### src/rtl/swint_pkg.sv
package swint_pkg;
  localparam int N_SRC   = 2;
  localparam int SRC_SW  = 0;
  localparam int SRC_EXT = 1;
  localparam int REG_AW  = 2;

  typedef enum logic [REG_AW-1:0] {
    RA_CMD  = 2'd0,
    RA_STAT = 2'd1,
    RA_CTRL = 2'd2,
    RA_NONE = 2'd3
  } reg_sel_e;
endpackage

### src/rtl/swint_io_decode.sv
module swint_io_decode #(
  parameter int                ADDR_W   = 16,
  parameter logic [ADDR_W-1:0] CMD_PORT = 'hB2
) (
  input  logic              io_wr,
  input  logic              io_is_io,
  input  logic [ADDR_W-1:0] io_addr,
  output logic              hit
);
  // full-width compare: aliases in the upper address bits must not trigger
  always_comb begin
    hit = io_wr && io_is_io && (io_addr == CMD_PORT);
  end
endmodule

### src/rtl/swint_status.sv
module swint_status #(
  parameter int N = 2
) (
  input  logic         clk,
  input  logic         rst_n,
  input  logic [N-1:0] set_vec,
  input  logic [N-1:0] clr_vec,
  output logic [N-1:0] status_q
);
  logic [N-1:0] status_nxt;

  for (genvar i = 0; i < N; i++) begin : g_bit
    // a new event in the same cycle as its clear is kept (set dominates)
    always_comb begin
      status_nxt[i] = set_vec[i] | (status_q[i] & ~clr_vec[i]);
    end

    p_set_wins_r5 : assert property (@(posedge clk) disable iff (!rst_n)
      set_vec[i] |=> status_q[i]);

    p_hold_r8 : assert property (@(posedge clk) disable iff (!rst_n)
      (status_q[i] && !clr_vec[i]) |=> status_q[i]);

    p_clear_r5 : assert property (@(posedge clk) disable iff (!rst_n)
      (clr_vec[i] && !set_vec[i]) |=> !status_q[i]);
  end

  always_ff @(posedge clk or negedge rst_n) begin
    if (!rst_n) status_q <= '0;
    else        status_q <= status_nxt;
  end
endmodule

### src/rtl/swint_req.sv
module swint_req #(
  parameter int N = 2
) (
  input  logic         clk,
  input  logic         rst_n,
  input  logic [N-1:0] status,
  input  logic         enable,
  output logic         smi_n
);
  logic smi_n_nxt;

  always_comb begin
    smi_n_nxt = !(enable && (|status));
  end

  always_ff @(posedge clk or negedge rst_n) begin
    if (!rst_n) smi_n <= 1'b1;
    else        smi_n <= smi_n_nxt;
  end

  p_masked_r7 : assert property (@(posedge clk) disable iff (!rst_n)
    !enable |=> smi_n);

  p_raise_r6 : assert property (@(posedge clk) disable iff (!rst_n)
    (enable && (|status)) |=> !smi_n);

  p_release_r9 : assert property (@(posedge clk) disable iff (!rst_n)
    (status == '0) |=> smi_n);
endmodule

### src/rtl/swint_trap.sv
module swint_trap
  import swint_pkg::*;
#(
  parameter int                ADDR_W   = 16,
  parameter int                DATA_W   = 8,
  parameter logic [ADDR_W-1:0] CMD_PORT = 'hB2
) (
  input  logic              clk,
  input  logic              rst_n,
  input  logic              io_wr,
  input  logic              io_is_io,
  input  logic [ADDR_W-1:0] io_addr,
  input  logic [DATA_W-1:0] io_wdata,
  input  logic              ext_src,
  input  logic              reg_wr,
  input  logic [REG_AW-1:0] reg_addr,
  input  logic [DATA_W-1:0] reg_wdata,
  output logic [DATA_W-1:0] reg_rdata,
  output logic              smi_n
);
  logic              hit;
  logic              ext_d_q;
  logic              ext_rise;
  logic [N_SRC-1:0]  set_vec;
  logic [N_SRC-1:0]  clr_vec;
  logic [N_SRC-1:0]  status_q;
  logic [DATA_W-1:0] cmd_q, cmd_nxt;
  logic              en_q, en_nxt;
  logic              stat_wr, ctrl_wr;
  logic              unused_wbits;

  swint_io_decode #(.ADDR_W(ADDR_W), .CMD_PORT(CMD_PORT)) u_decode (
    .io_wr    (io_wr),
    .io_is_io (io_is_io),
    .io_addr  (io_addr),
    .hit      (hit)
  );

  // next-state logic
  always_comb begin
    ext_rise         = ext_src & ~ext_d_q;
    stat_wr          = reg_wr && (reg_sel_e'(reg_addr) == RA_STAT);
    ctrl_wr          = reg_wr && (reg_sel_e'(reg_addr) == RA_CTRL);
    set_vec          = '0;
    set_vec[SRC_SW]  = hit;
    set_vec[SRC_EXT] = ext_rise;
    clr_vec          = stat_wr ? reg_wdata[N_SRC-1:0] : '0;
    cmd_nxt          = hit ? io_wdata : cmd_q;
    en_nxt           = ctrl_wr ? reg_wdata[0] : en_q;
  end

  assign unused_wbits = ^reg_wdata[DATA_W-1:N_SRC];

  // registers
  always_ff @(posedge clk or negedge rst_n) begin
    if (!rst_n) begin
      cmd_q   <= '0;
      en_q    <= 1'b0;
      ext_d_q <= 1'b0;
    end else begin
      cmd_q   <= cmd_nxt;
      en_q    <= en_nxt;
      ext_d_q <= ext_src;
    end
  end

  swint_status #(.N(N_SRC)) u_status (
    .clk      (clk),
    .rst_n    (rst_n),
    .set_vec  (set_vec),
    .clr_vec  (clr_vec),
    .status_q (status_q)
  );

  swint_req #(.N(N_SRC)) u_req (
    .clk    (clk),
    .rst_n  (rst_n),
    .status (status_q),
    .enable (en_q),
    .smi_n  (smi_n)
  );

  // register read mux
  always_comb begin
    reg_rdata = '0;
    unique case (reg_sel_e'(reg_addr))
      RA_CMD:  reg_rdata = cmd_q;
      RA_STAT: reg_rdata[N_SRC-1:0] = status_q;
      RA_CTRL: reg_rdata[0] = en_q;
      default: reg_rdata = '0;
    endcase
  end

  p_capture_r2 : assert property (@(posedge clk) disable iff (!rst_n)
    hit |=> (cmd_q == $past(io_wdata)));

  p_ignore_r1 : assert property (@(posedge clk) disable iff (!rst_n)
    !hit |=> $stable(cmd_q));

  p_sw_set_r3 : assert property (@(posedge clk) disable iff (!rst_n)
    hit |=> status_q[SRC_SW]);

  p_edge_r4 : assert property (@(posedge clk) disable iff (!rst_n)
    ($past(ext_src) && ext_src && !status_q[SRC_EXT] && !hit && !ext_rise)
      |=> !status_q[SRC_EXT]);
endmodule

### config.mk
export PLATFORM = sky130hd
export DESIGN_NAME = swint_trap
export DESIGN_NICKNAME = d
export VERILOG_FILES = /design/src/rtl/swint_pkg.sv /design/src/rtl/swint_io_decode.sv /design/src/rtl/swint_status.sv /design/src/rtl/swint_req.sv /design/src/rtl/swint_trap.sv
export SDC_FILE = /design/constraint.sdc
export NUM_CORES = 1
export LEC_CHECK = 0
export ABC_AREA = 1
export CAP_MARGIN = 20
export CORE_ASPECT_RATIO = 0.8
export CORE_MARGIN = 2
export CORE_UTILIZATION = 34
export CTS_BUF_LIST = sky130_fd_sc_hd__clkbuf_4 sky130_fd_sc_hd__clkbuf_8 sky130_fd_sc_hd__clkbuf_16
export DETAILED_ROUTE_END_ITERATION = 7
export PLACE_DENSITY = 0.82
export SETUP_SLACK_MARGIN = 0.02
export SLEW_MARGIN = 25
export SYNTH_ARGS = -nofsm -noshare
export SYNTH_HDL_FRONTEND = slang
export SYNTH_SLANG_ARGS = --single-unit
### constraint.sdc
create_clock -name clk -period 0.9 [get_ports clk]
set_input_delay 0.09 -clock clk [delete_from_list [all_inputs] [get_ports clk]]
set_output_delay 0.09 -clock clk [all_outputs]
set_load 0.05 [all_outputs]
## Yosys cells after proc, flatten, opt, wreduce, memory -nomap -nowiden

Index checks and enable logic that the tools add are counted.
Widths: inputs -> output; s select.

- Register bits after elaboration: 13
- Bits in latches: 0
- Memory bits (writable): 0
- ROM bits: 0
- Output and inout bits: 9
- Word-level logic and storage cells: 28
- Memories kept: 0

- Add/sub/neg operators: 0
- $mul: 0
- Div/mod/pow operators: 0
- $lt $le $gt $ge: 0
- Equal/unequal tests: 3
- Shift operators: 0
- Multiplexer cells: 4
- Bitwise operators: 8
- Reduce and logical (&&, ||, !) cells: 8

Operators with widths:

| operator | number |
|---|---|
| $eq 16x8->1 const B | 1 |
| $mux 6 | 1 |
| $logic_and 1x1->1 | 5 |
| $and 1x1->1 | 3 |
| $not 1->1 | 3 |
| $pmux 1 s3 | 1 |
| $eq 2x1->1 const B | 1 |
| $eq 2x2->1 const B | 1 |
| $logic_not 2->1 | 1 |
| $mux 2 | 1 |
| $or 1x1->1 | 2 |
| $pmux 1 s2 | 1 |
| $reduce_or 2->1 | 1 |
| $logic_not 1->1 | 1 |

## Logic depth before layout (Yosys ltp)

- Word-level depth: 6
- Mapped depth: 7
- Depth with buffers taken out: 7

## By module

Synthesis repeated with hierarchy kept, for this count alone.

- Cell total of the unflattened synthesis: 98
- Area total of the unflattened synthesis: 691.9 um^2

Modules (own cells, without submodules):

| module | instances | cells each | area each (um^2) | sequential area each (um^2) |
|---|---|---|---|---|
| swint_trap | 1 | 61 | 483.0 | 250.2 |
| swint_io_decode | 1 | 25 | 97.6 | 0.0 |
| swint_status | 1 | 10 | 80.1 | 50.0 |
| swint_req | 1 | 2 | 31.3 | 26.3 |

## Worst setup path after synthesis

No wires, ideal clock.

- Path kind: reg2out
- Start point: reg cmd_q[2]
- End point: out reg_rdata[2]
- Arrival: 1.014 ns
- Required time: 0.810 ns
- Path slack: -0.204 ns
- Stages on the path, launching flop included: 3
- Cells stage by stage: dfrtp_1 -> inv_1 -> nor2_1

- Longest elaborated chain between the ends: 1

RTL lines:

| what | line | RTL |
|---|---|---|
| start: declaration | swint_trap.sv:27 | `logic [DATA_W-1:0] cmd_q, cmd_nxt;` |
| start signal: assignment | swint_trap.sv:61 | `cmd_q <= cmd_nxt;` |
| $mux 6 | swint_trap.sv:86 | `unique case (reg_sel_e'(reg_addr))` |
| end: declaration | swint_trap.sv:18 | `output logic [DATA_W-1:0] reg_rdata,` |

Every way passes these cells.

## Worst setup path in the final report

- Start point: reg u_status.status_q[0]
- End point: out reg_rdata[0]

- Longest elaborated chain between the ends: 1

RTL lines:

| what | line | RTL |
|---|---|---|
| start: declaration | swint_status.sv:8 | `output logic [N-1:0] status_q` |
| start signal: assignment | swint_status.sv:30 | `else status_q <= status_nxt;` |
| $pmux 1 s3 | swint_trap.sv:86 |  |

Every way passes these cells.

==> flow_summary.json <==
{
  "cts.hold.buffers_added": 0,
  "cts_tree": "yes",
  "outcome": "finished with violations",
  "synth-simple-area-share_pct": 41.5,
  "clk_latency_ns": 0.29,
  "finalCritPeriodShare_pct": 132,
  "core_um2": 1910,
  "synth_mux_area_share_pct": 0,
  "r2r_end": "u_status.status_q[0]$_DFF_PN0_",
  "synth_cells": 89,
  "cts_made_buffers": 3,
  "clk_pin_slew_ns": 0.09,
  "dp_slack_ns": -0.389,
  "regArea_um2": 327,
  "max_freq_mhz": 842,
  "place_hpwl_mm": 1.69,
  "port_buffers": 42,
  "wl_mm": 2.85,
  "n_fill_cell": 109,
  "startpoint": "u_status.status_q[0]$_DFF_PN0_",
  "final_util_pct": 80.6,
  "hold_viol_final": 0,
  "critPathKind": "reg2out",
  "yosys-top-cells-area": "dfrtp_1 (43%), nand2_1 (13%), nand4_1 (7.2%)",
  "finalPower_mw": 1.43,
  "hold_class": "in2async",
  "num_antenna_cells": 0,
  "arrival_ns": 1.10,
  "place_area_um2": 1350,
  "r2r_slack_ns": -0.09,
  "drtIter0Drc": 40,
  "ys_seq_area_share_pct": 46.9,
  "yosys.area_share.adder_pct": 0,
  "final_common_cell": "buf_4",
  "required_ns": 0.81,
  "grt_use_total_pct": 24.7,
  "place.gp.congestion": 0.858,
  "reg2reg_depth": 4,
  "worstMarginPinSlew_ns": 0.228,
  "synth_xor_area_share_pct": 0,
  "cts-root-buf": "clkbuf_4",
  "numClockSinks": 13,
  "drtPass1Iterations": 4,
  "final_cell_mix": "buf_4 (18), nand2_1 (17), clkdlybuf4s50_1 (15)",
  "max-vdd-ir-drop_v": 0.000696,
  "drtAntennaViolNets": 0,
  "yosysWarningCount": 0,
  "slew_headroom_pct": 84.7,
  "vias_per_cell": 5.24,
  "htree_levels": 1,
  "fin_skew_ns": 0.000509,
  "period_minus_slack_ns": 1.19,
  "avgSynthCellArea_um2": 7.83,
  "die_y_um": 44.5,
  "ioPinCount": 49,
  "grt_first_pass_wirelength_mm": 4.21,
  "syn2layout_area_growth_pct": 121,
  "design_area_um2": 1540,
  "start_util_pct": 36.5,
  "cellPowerDensity_nw_per_um2": 932,
  "report.final.setup_viol": 11,
  "dieArea_um2": 2430,
  "drv_cap": 0,
  "synth_top_family_by_area": "simple AND/OR/NAND/NOR gates",
  "crit_fanout": 2,
  "cts_buffer_depth": 2,
  "crit_path_end_kind": "output port",
  "stdcell_count": 182,
  "rsz0062_at_grt": "yes",
  "ys_ff_latch": 13,
  "synth_compound_area_share_pct": 3.59,
  "multi_input_area_um2": 413,
  "grt_max_degree": 13,
  "antenna_found_initial": 0,
  "synth_cell_type_count": 15,
  "synth_top_cell_area_share_pct": 43.1,
  "r2r-start": "u_status.status_q[0]$_DFF_PN0_",
  "drive_gt1_share_pct": 44.9,
  "die_w_um": 54.6,
  "remaining_drc_errors": 0,
  "slew_violations": 0,
  "p_leak_nw": 0.742,
  "violations": "setup timing",
  "wl_per_cell_um": 15.7,
  "syn_area_um2": 697,
  "whs_ns": 0.114,
  "dr_total_vias": 953,
  "grt_pass1_vias": 923,
  "synthesis.nets": 129,
  "grt_remaining_overflow": 0,
  "dp.cells": 165,
  "synth_top_cell_by_area": "dfrtp_1",
  "tns_ns": -1.78,
  "final_net_count": 199,
  "cp-start-kind": "flop",
  "rows": 14,
  "fin_ws_ns": -0.288
}
## synthesized netlist by cell type, drive strengths merged
library cell and n:
nand2 25, inv 15, nor2 15, dfrtp 12, nand4 9, nand3 7, o21ai 5, dfstp 1
## flip-flops by register name, summed over array words and instances (netlist names)
signal / cells
u_req.smi_n: 1
en_q: 1
u_status.status_q: 2
ext_d_q: 1
cmd_q: 8
## what timing repair did
action | CTS | global route
setup endpoints to repair | 19 | 18
setup buffers | 8 | 6
gates cloned | 1 | 0
gates resized for setup | 31 | 26
pin swaps | 27 | 13
## routing by layer
metal  vias up  part of all wire [%]  global-route usage, %
met3        13                   7.1                   4.39
met1       461                    34                   27.3
met2        55                    55                   46.0
met5         -                     0                      0
li1        424                     -                      -
met4         0                   3.5                   9.50
## worst max-delay path by stage
| stage | depth (start not counted) | end | slack, ns |
|---|---|---|---|
| 3_3_place_gp | 8 | cmd_q[5]$_DFFE_PN0P_ | -0.35 |
| 2_1_floorplan | 3 | reg_rdata[2] | -0.02 |
| 6_report | 3 | reg_rdata[0] | -0.29 |
| 3_5_place_dp | 7 | cmd_q[5]$_DFFE_PN0P_ | -0.39 |
| 5_1_grt | 3 | reg_rdata[0] | -0.32 |
| 4_1_cts | 3 | reg_rdata[0] | -0.23 |
## cell families after synthesis
group / count (synthesis)
flip-flops: 13
buffers and inverters: 15
AND/OR/NAND/NOR: 56
AO/OA/AOI/OAI: 5
## power by group
group | switching, mW | internal (mW) | total [mW] | leakage [nW]
clock network | 0.213 | 0.203 | 0.416 | 0.0184
registers | 0.0171 | 0.610 | 0.627 | 0.170
logic | 0.179 | 0.212 | 0.391 | 0.553
total | 0.409 | 1.03 | 1.43 | 0.742
## critical path, cell delays in order, from the launching register on
cell and delay [ns]:
dfrtp_1 0.42, nand3_2 0.10, nand3_2 0.12, buf_12 0.17
## cell type report
type                            instances  share of cell area, %
Timing Repair Buffer                   64                   44.1
Multi-Input combinational cell         62                   26.8
Sequential cell                        13                   21.2
Inverter                               15                   3.98
Clock buffer                            4                   1.95
Tap cell                               24                   1.95
No activity file was read; power rests on OpenSTA's default activity.
